**src/rtl/clq_pkg.sv**
```systemverilog
package clq_pkg;

    localparam int NBR_N   = 4;
    localparam int POS_W   = 2;
    localparam int PAT_N   = 5;

    typedef enum logic [POS_W-1:0] {
        POS_INNER  = 2'd0,
        POS_EDGE   = 2'd1,
        POS_CORNER = 2'd2,
        POS_SPARE  = 2'd3
    } pos_e;

    typedef enum logic [2:0] {
        S_IDLE  = 3'd0,
        S_LEN1  = 3'd1,
        S_LEN2  = 3'd2,
        S_BOUND = 3'd3,
        S_MARK  = 3'd4
    } state_e;

    // Length-two shapes, neighbour order N,E,S,W at bits 0..3.
    localparam logic [NBR_N-1:0] PAIR_SHAPES [PAT_N] = '{
        4'b1010,   // E and W
        4'b0101,   // N and S
        4'b0011,   // N and E
        4'b1100,   // S and W
        4'b1111    // all four
    };

    // Which neighbours exist for each position class.
    function automatic logic [NBR_N-1:0] nbr_mask(input pos_e p);
        logic [NBR_N-1:0] m;
        unique case (p)
            POS_INNER: m = 4'b1111;
            POS_EDGE:  m = 4'b0111;
            default:   m = 4'b0011;
        endcase
        return m;
    endfunction

endpackage

```
**src/rtl/clq_len1_unit.sv**
```systemverilog
module clq_len1_unit #(
    parameter int NB = 4
) (
    input  logic          enable,
    input  logic          centre,
    input  logic [NB-1:0] nbr,
    input  logic [NB-1:0] mask,
    output logic          fire,
    output logic [NB-1:0] flip
);
    logic [NB-1:0] live;
    logic          odd;

    assign live = nbr & mask;
    assign odd  = ^live;
    assign fire = enable & centre & odd;

    // lowest-index live neighbour wins
    always_comb begin
        flip = '0;
        for (int i = NB - 1; i >= 0; i--) begin
            if (live[i]) begin
                flip    = '0;
                flip[i] = 1'b1;
            end
        end
    end
endmodule

```
**src/rtl/clq_len2_unit.sv**
```systemverilog
module clq_len2_unit
    import clq_pkg::*;
(
    input  logic             enable,
    input  logic             centre,
    input  logic [NBR_N-1:0] nbr,
    output logic             fire,
    output logic [NBR_N-1:0] flip
);
    logic [PAT_N-1:0] hit;

    generate
        for (genvar k = 0; k < PAT_N; k++) begin : g_shape
            assign hit[k] = (nbr == PAIR_SHAPES[k]);
        end
    endgenerate

    assign fire = enable & ~centre & ~(^nbr) & (|hit);
    assign flip = nbr;
endmodule

```
**src/rtl/clq_residue.sv**
```systemverilog
module clq_residue #(
    parameter int NB = 4
) (
    input  logic          centre,
    input  logic [NB-1:0] nbr,
    input  logic [NB-1:0] mask,
    output logic          left_over
);
    assign left_over = centre | (|(nbr & mask));
endmodule

```
**src/rtl/clq_decoder.sv**
```systemverilog
module clq_decoder
    import clq_pkg::*;
(
    input  logic             clk,
    input  logic             rst_n,
    input  logic             in_valid,
    input  logic             in_centre,
    input  logic [NBR_N-1:0] in_nbr,
    input  logic [POS_W-1:0] in_pos,
    output logic             flip_valid,
    output logic [NBR_N-1:0] flip,
    output logic             done,
    output logic             complex_out
);
    state_e           state_q, state_d;
    logic             centre_q;
    logic [NBR_N-1:0] nbr_q;
    pos_e             pos_q;

    logic [NBR_N-1:0] mask_cur, mask_l1;
    logic             inner;
    logic             l1_en, l1_fire, l2_en, l2_fire, left_over;
    logic [NBR_N-1:0] l1_flip, l2_flip;

    assign mask_cur = nbr_mask(pos_q);
    assign inner    = (pos_q == POS_INNER);
    assign l1_en    = (state_q == S_LEN1 && inner) || (state_q == S_BOUND && !inner);
    assign mask_l1  = (state_q == S_LEN1) ? {NBR_N{1'b1}} : mask_cur;
    assign l2_en    = (state_q == S_LEN2) && inner;

    clq_len1_unit #(.NB(NBR_N)) u_len1 (
        .enable (l1_en),
        .centre (centre_q),
        .nbr    (nbr_q),
        .mask   (mask_l1),
        .fire   (l1_fire),
        .flip   (l1_flip)
    );

    clq_len2_unit u_len2 (
        .enable (l2_en),
        .centre (centre_q),
        .nbr    (nbr_q),
        .fire   (l2_fire),
        .flip   (l2_flip)
    );

    clq_residue #(.NB(NBR_N)) u_res (
        .centre    (centre_q),
        .nbr       (nbr_q),
        .mask      (mask_cur),
        .left_over (left_over)
    );

    // next state
    always_comb begin
        state_d = state_q;
        unique case (state_q)
            S_IDLE:  if (in_valid) state_d = S_LEN1;
            S_LEN1:  state_d = S_LEN2;
            S_LEN2:  state_d = S_BOUND;
            S_BOUND: state_d = S_MARK;
            S_MARK:  state_d = S_IDLE;
            default: state_d = S_IDLE;
        endcase
    end

    // state register
    always_ff @(posedge clk) begin
        if (!rst_n) state_q <= S_IDLE;
        else        state_q <= state_d;
    end

    // local syndrome copy, rewritten after each correction
    always_ff @(posedge clk) begin
        if (!rst_n) begin
            centre_q <= 1'b0;
            nbr_q    <= '0;
            pos_q    <= POS_INNER;
        end else if (state_q == S_IDLE && in_valid) begin
            centre_q <= in_centre;
            nbr_q    <= in_nbr;
            pos_q    <= pos_e'(in_pos);
        end else if (l1_fire) begin
            centre_q <= 1'b0;
            nbr_q    <= '0;
        end else if (l2_fire) begin
            nbr_q    <= '0;
        end
    end

    // outputs
    always_ff @(posedge clk) begin
        if (!rst_n) begin
            flip_valid  <= 1'b0;
            flip        <= '0;
            done        <= 1'b0;
            complex_out <= 1'b0;
        end else begin
            flip_valid <= 1'b0;
            flip       <= '0;
            done       <= 1'b0;
            unique case (state_q)
                S_LEN1, S_BOUND: begin
                    if (l1_fire) begin
                        flip_valid <= 1'b1;
                        flip       <= l1_flip;
                    end
                end
                S_LEN2: begin
                    if (l2_fire) begin
                        flip_valid <= 1'b1;
                        flip       <= l2_flip;
                    end
                end
                S_MARK: begin
                    done        <= 1'b1;
                    complex_out <= left_over;
                end
                S_IDLE: begin
                    if (in_valid) complex_out <= 1'b0;
                end
                default: ;
            endcase
        end
    end
endmodule

```
**config.mk**
```make
export PLATFORM = sky130hd
export DESIGN_NAME = clq_decoder
export DESIGN_NICKNAME = d
export VERILOG_FILES = /design/src/rtl/clq_pkg.sv /design/src/rtl/clq_len1_unit.sv /design/src/rtl/clq_len2_unit.sv /design/src/rtl/clq_residue.sv /design/src/rtl/clq_decoder.sv
export SDC_FILE = /design/constraint.sdc
export NUM_CORES = 1
export LEC_CHECK = 0
export CAP_MARGIN = 20
export CORE_UTILIZATION = 50
export DETAILED_ROUTE_END_ITERATION = 8
export DONT_BUFFER_PORTS = 1
export PLACE_DENSITY = 0.68
export SLEW_MARGIN = 20
export SYNTH_ARGS = -nofsm -noshare
export SYNTH_HDL_FRONTEND = slang
export SYNTH_SLANG_ARGS = --single-unit
```
**constraint.sdc**
```tcl
create_clock -name clk -period 1.9 [get_ports clk]
set_clock_uncertainty 0.05 [all_clocks]
set_input_delay 0.38 -clock clk [delete_from_list [all_inputs] [get_ports clk]]
set_output_delay 0.38 -clock clk [all_outputs]
set_load 0.02 [all_outputs]
```
==> results of run 1 <==
synth_stat cells:
master    count
dfxtp_1      17
ha_1          9
nand2_1       8
nor2_1        6
inv_1         5
nand4_1       5
a21oi_1       4
nand3_1       4
nor2b_1       4
o21ai_0       4
o22ai_1       4
nand2b_1      3
a21boi_0      2
and3_1        2
clkbuf_1      2
mux2i_1       2
nor3_1        2
xnor2_1       2
a222oi_1      1
a32o_1        1
and2_2        1
and2b_1       1
and3b_1       1
buf_2         1
nand3b_1      1
nand4b_1      1
nor4b_4       1
o211a_1       1
o211ai_1      1
o21a_1        1
o22a_1        1
o311ai_0      1
or4_4         1
xor2_1        1
sequential cells by signal, summed over array words and instances (netlist names):
| register | count |
|---|---|
| state_q | 3 |
| complex_out | 1 |
| done | 1 |
| nbr_q | 4 |
| pos_q | 2 |
| flip_valid | 1 |
| flip | 4 |
| centre_q | 1 |
cell type report:
type	count	share of cell area, %
Tap cell	25	2.93
Timing Repair Buffer	11	7.73
Sequential cell	17	32.2
Multi-Input combinational cell	76	52.9
Clock buffer	4	2.46
Inverter	5	1.76
worst paths after layout:
check	endpoint	slack (ns)	cells after the start
hold reg to reg	centre_q$_SDFFE_PN0P_	0.52	2
hold / removal	flip[0]$_SDFF_PN0_	0.16	2
setup reg to reg	nbr_q[2]$_SDFFE_PN0P_	0.05	8
setup / recovery	nbr_q[2]$_SDFFE_PN0P_	0.05	8
stage by stage:
step	setup slack (ns)	instance area (um^2)
2_1_floorplan	0.0169	918
3_3_place_gp	0.0438	1010
3_5_place_dp	-0.0263	1010
4_1_cts	0.0215	1040
5_1_grt	-0.107	1070
6_report	0.0529	1070
power breakdown:
group | switching (W) | leakage [nW] | total [W] | internal, W
clock | 0.000115 | 0.0150 | 0.000197 | 0.0000818
combinational | 0.0000964 | 0.302 | 0.000190 | 0.0000932
sequential | 0.0000196 | 0.140 | 0.000395 | 0.000376
total | 0.000231 | 0.457 | 0.000782 | 0.000551
metal layers:
layer / GRT usage (%) / part of all wire (%)
met1: 26.5 / 48
met2: 29.7 / 46
met3: 2.80 / 3.4
met4: 15.8 / 2.9
met5: 0 / 0
logic make-up (layout without fill, tap and decap cells):
family,count (synthesis),count (layout),share of synthesized area [%]
buf+inv,8,20,3.41
simple gates,41,41,26.7
fa+ha+maj,9,9,12.3
mux,2,2,2.18
xor+xnor,3,3,2.86
flops,17,17,37.1
compound gates,21,21,15.5
critical path, delay by kind of cell (launching register included):
family	cells	cell delay (ns)
xor gates and xnor gates	1	0.14
AOI/OAI and AO/OA	3	0.57
adders and majority gates	1	0.30
DFF	1	0.33
and+or+nand+nor	3	0.36
what timing repair did:
item                       CTS  global route
gates resized for setup      1             7
cloned                       0             0
setup endpoints to repair    6            10
setup buffers                0             1
pin swaps                    1            11
==> impl_results.md, run 1 <==
- Critical setup path kind: flip-flop to flip-flop
- Setup repair after global routing missed its margin: true
- Number of nets in the final layout: 133
- Synthesized netlist net count: 120
- Detailed-route DRC error count: 0
- FF+latch count, synth: 17
- Final hold vios: 0
- Number of distinct library cell variants in the gate-level netlist after synthesis: 34
- Grt ovf: 0
- Routed vias/inst: 5.47
- Count of buffers inserted at the top-level ports: 0
- Boundary Pins: 17
- TritonCTS buffer count: 3
- Largest stage delay on the critical path: 0.33 ns
- Top post-synthesis cells by area: dfxtp_1 37%, ha_1 12%, nand4_1 3.4%
- First-pass GRT wire length: 2850 um
- Relative slew margins: 70.7%
- Via count of the first global-routing pass: 661
- Maximum resistive drop on vdd: 0.000598 V
- Final WL: 1810 um
- Layout overhead on the synthesized area: 16.3%
- Critical-path cell with the highest stage delay: dfxtp_2
- Summed instance area of the synthesized netlist: 918 um^2
- Sinks on Clock Net: 17
- Worst endpoint required time: 2.06 ns
- Number of warnings issued by yosys: 0
- Antenna cells: 0
- Gate Count Post-Synth: 101
- Final count of negative-setup-slack endpoints: 0
- Placer Congestion: 0.787
- Count of TritonRoute iterations in the first routing pass: 4
- Worst slew pin tran: 0.438 ns
- Final Critical Period: 1.85 ns
- Effective utilization at floorplan: 53.2%
- Register clock-pin slew on the reported worst setup and hold paths: 0.10 ns
- Reg-to-Reg Start: state_q[2]$_SDFFE_PN0P_
- Fraction of the yosys area taken by sequential cells: 37.1%
- Inst Count DP: 133
- Overall fraction of global-route tracks in use: 20.2%
- Max Root-Sink Buffers: 2
- Result of the run: complete, no violations
- Die boundary height: 44.9 um
- Cell-by-cell listing of the critical path: nand2b_4, o21ai_2, nand2_1, ha_1, xnor2_2, o211ai_1, nand4_1, o22ai_1
- Type of destination of the critical path: flip-flop
- TritonCTS clock tree: yes
- Count of antenna-violating nets left after detailed routing: 0
- Startpoint type of the worst setup path: flip-flop
- Share of the synthesized area in the top cell type: 37.1%
- Tightest hold margin: 0.156 ns
- Area of all sequential standard cells: 344 um^2
- Commonest non-fill, non-tap cell in the layout: dfxtp_1
- Half-perimeter wire length of the detailed placement result: 1320 um
- Critical Path Start: state_q[2]$_SDFFE_PN0P_
- Multi-input gate area in the final layout: 566 um^2
- Average routed wire per standard cell: 13.1 um
- Max_cap viols: 0
- Share of the cycle needed by the critical path after routing: 97.2%
- Total power: 0.000782 W
- Maximum achievable frequency: 541 MHz
- Pin count of the biggest net entering global routing: 18
- Antenna violations before repair: 0
- Area inside the core boundary: 1730 um^2
- Worst endpoint data arrival time: 2.01 ns
- Non-filler cells, final: 138
- Number of buffers added to fix hold violations after cts: 0
- Buffer cell driving the clock tree root: clkbuf_4
- Setup TNS: 0 ns
- Post-synthesis cell type with the largest combined area: dfxtp_1
- DR vias: 755
- Classification of the worst-slack hold path: input port to flip-flop
- Worst skew pair latency: 0.29 ns
- Final count of pins violating max slew: 0
- Hold path startpoint: rst_n
- Filler cell count: 157
- Cell Pwr Density: 732 nW/um^2
- CTS H-tree depth: 1
- Syn Area/Cell: 9.09 um^2
- Crit-path max FO: 5
- Ratio of cells with drive above 1 in the final layout: 20.4%
- Floorplan die width: 44.9 um
- Number of standard-cell rows in the floorplan: 15
- Finished Core Util: 61.9%
- Leakage power: 0.457 nW
- Count of routing violations after the opening detailed-route iteration: 10
- Die Outline Area: 2010 um^2
- Top library cells by usage in the layout, fill and taps aside: 14 x dfxtp_1, 11 x buf_4, 9 x ha_1
Power figures use the tool's default switching activity.
==> run 2, diff against run 1 <==
- CTS_BUF_LIST: not set -> sky130_fd_sc_hd__clkbuf_4
==> impl_results.md, run 2 (synthesis results as in run 1) <==
- Result of the run: complete, no violations
- Maximum achievable frequency: 544 MHz (+0.44%)
- Type of destination of the critical path: flip-flop
- Placer Congestion: 0.787 (unchanged)
- Worst endpoint data arrival time: 2.00 ns (about the same)
- Sequential Power Share: 49.8% (-0.8 points)
- Inst Count DP: 133 (unchanged)
- Internal power of the cells: 0.000565 W (+2.6%)
- CTS H-tree depth: 1 (unchanged)
- Ratio of cells with drive above 1 in the final layout: 21.2% (+0.88 points)
- Setup TNS: 0 ns (unchanged)
- Critical setup path kind: flip-flop to flip-flop
- TritonCTS clock tree: yes
- Share of the cycle needed by the critical path after routing: 96.8% (-0.43 points)
- Layout overhead on the synthesized area: 16.8%
- First-pass GRT wire length: 2850 um (unchanged)
- Antenna cells: 0 (unchanged)
- Die Outline Area: 2010 um^2 (unchanged)
- Number of standard-cell rows in the floorplan: 15 (unchanged)
- Post-detailed-placement cell area: 1010 um^2 (unchanged)
- Non-filler cells, final: 138 (unchanged)
- Clock group share of total power: 26.2% (+1.0 points)
- Final WL: 1810 um (about the same)
- Final hold vios: 0 (unchanged)
- Setup repair after global routing missed its margin: true
- Max Root-Sink Buffers: 2 (unchanged)
- Leakage power: 0.460 nW (+0.75%)
- Top library cells by usage in the layout, fill and taps aside: 14 x dfxtp_1, 11 x buf_4, 9 x ha_1
- Max_cap viols: 0 (unchanged)
- Logic gate share of total power: 24.0% (-0.3 points)
- Classification of the worst-slack hold path: input port to flip-flop
- Cell-by-cell listing of the critical path: nand2b_4, o21ai_2, nand2_1, ha_1, xnor2_2, o211ai_1, nand4_1, o22ai_1
- Maximum resistive drop on vdd: 0.000528 V (-12%)
- Multi-input gate area in the final layout: 566 um^2 (unchanged)
- Buffer cell driving the clock tree root: clkbuf_4
- Count of TritonRoute iterations in the first routing pass: 4 (unchanged)
- Startpoint type of the worst setup path: flip-flop
- Combined buffer and inverter count along the critical path: 0 (unchanged)
- Overall fraction of global-route tracks in use: 19.7% (-0.50 points)
- Average routed wire per standard cell: 13.1 um (about the same)
- Final Critical Period: 1.84 ns (-0.00816 ns)
- Relative slew margins: 70.9% (+0.22 points)
- Net Sw Power: 0.000228 W (-1.1%)
- Boundary Pins: 17 (unchanged)
- Largest stage delay on the critical path: 0.33 ns (about the same)
- Number of nets in the final layout: 133 (unchanged)
- Worst endpoint required time: 2.06 ns (about the same)
- Crit-path max FO: 5 (unchanged)
- Switching power share of the total: 28.8% (-0.77 points)
- Final count of negative-setup-slack endpoints: 0 (unchanged)
- Antenna violations before repair: 0 (unchanged)
- Final count of pins violating max slew: 0 (unchanged)
- TritonCTS buffer count: 3 (unchanged)
- Cell Pwr Density: 740 nW/um^2 (+1.2%)
- Worst skew pair latency: 0.29 ns (about the same)
- Critical-path cell with the highest stage delay: dfxtp_2
- Sinks on Clock Net: 17 (unchanged)
- DR vias: 761 (+0.79%)
- Count of routing violations after the opening detailed-route iteration: 9 (-1)
- Family of cells with the greatest summed delay on the critical path: compound AO/OA/AOI/OAI gates
- Via count of the first global-routing pass: 668 (+1.1%)
- Effective utilization at floorplan: 53.2% (unchanged)
- Worst slew pin tran: 0.435 ns (-0.00335 ns)
- Detailed-route DRC error count: 0 (unchanged)
- Post-route cell area: 1070 um^2 (+0.35%)
- Die boundary height: 44.9 um (unchanged)
- Half-perimeter wire length of the detailed placement result: 1320 um (unchanged)
- Area inside the core boundary: 1730 um^2 (unchanged)
- Area of all sequential standard cells: 344 um^2 (unchanged)
- Leading registers by flop count: flip: 4 flops, nbr_q: 4 flops, state_q: 3 flops
- Count of buffers inserted at the top-level ports: 0 (unchanged)
- Floorplan die width: 44.9 um (unchanged)
- Grt ovf: 0 (unchanged)
- Pin count of the biggest net entering global routing: 18 (unchanged)
- Register clock-pin slew on the reported worst setup and hold paths: 0.09 ns (about the same)
- Count of antenna-violating nets left after detailed routing: 0 (unchanged)
- Commonest non-fill, non-tap cell in the layout: dfxtp_1
- Routed vias/inst: 5.51 (+0.79%)
- Filler cell count: 155 (-1.3%)
-- run 2: cell counts in the layout (fill, tap and decap cells not counted) --
Identical to the previous run, type by type.
-- run 2: metrics by stage --
stage / hold WS (ns) / worst slack (ns) / total power, W / utilization [%]
global route: 0.157 / -0.103 / 0.000833 / 62.1
CTS: 0.154 / 0.0215 / 0.000782 / 60.4
finish: 0.156 / 0.0610 / 0.000793 / 62.1
floorplan: 0.419 / 0.0169 / 0.000527 / -
detailed placement: 0.466 / -0.0263 / 0.000577 / 58.6
global placement: 0.460 / 0.0438 / 0.000573 / 58.6
-- run 2: metal layers --
layer / share of wire (%) / GRT usage [%] / wire [um]
met5: 0 / 0 / 0
met4: 2.6 / 12.1 / 47
met3: 5.4 / 2.80 / 98
met2: 45 / 30.3 / 816
met1: 47 / 26.0 / 847
-- run 2: what timing repair did --
item / CTS / global route
buffers inserted: 0 / 1
gates cloned: 0 / 0
setup endpoints to repair: 6 / 9
pin swaps: 1 / 11
hold buffers: 0 / 0
hold endpoints to repair: 0 / 0
resized for setup: 1 / 7
-- run 2: area by class of cell --
type,instances,share of cell area [%]
clock buffer,4,2.80
inverter,5,1.75
multi-input combinational,76,52.7
sequential,17,32.1
tap,25,2.92
timing repair buffer,11,7.70
-- run 2: power by group through the flow --
stage / Combinational [W] / Sequential [W] / Clock (W)
floorplan: 0.000125 / 0.000402 / 0
global placement: 0.000173 / 0.000399 / 0
detailed placement: 0.000177 / 0.000400 / 0
CTS: 0.000179 / 0.000392 / 0.000212
global route: 0.000210 / 0.000399 / 0.000224
finish: 0.000190 / 0.000395 / 0.000208
-- run 2: path summary, 6_finish.rpt --
path | start | end | slack, ns | cells past startpoint
max reg2reg | state_q[2]$_SDFFE_PN0P_ | nbr_q[2]$_SDFFE_PN0P_ | 0.06 | 8
max | state_q[2]$_SDFFE_PN0P_ | nbr_q[2]$_SDFFE_PN0P_ | 0.06 | 8
min reg2reg | centre_q$_SDFFE_PN0P_ | centre_q$_SDFFE_PN0P_ | 0.52 | 2
min | rst_n | flip[0]$_SDFF_PN0_ | 0.16 | 2
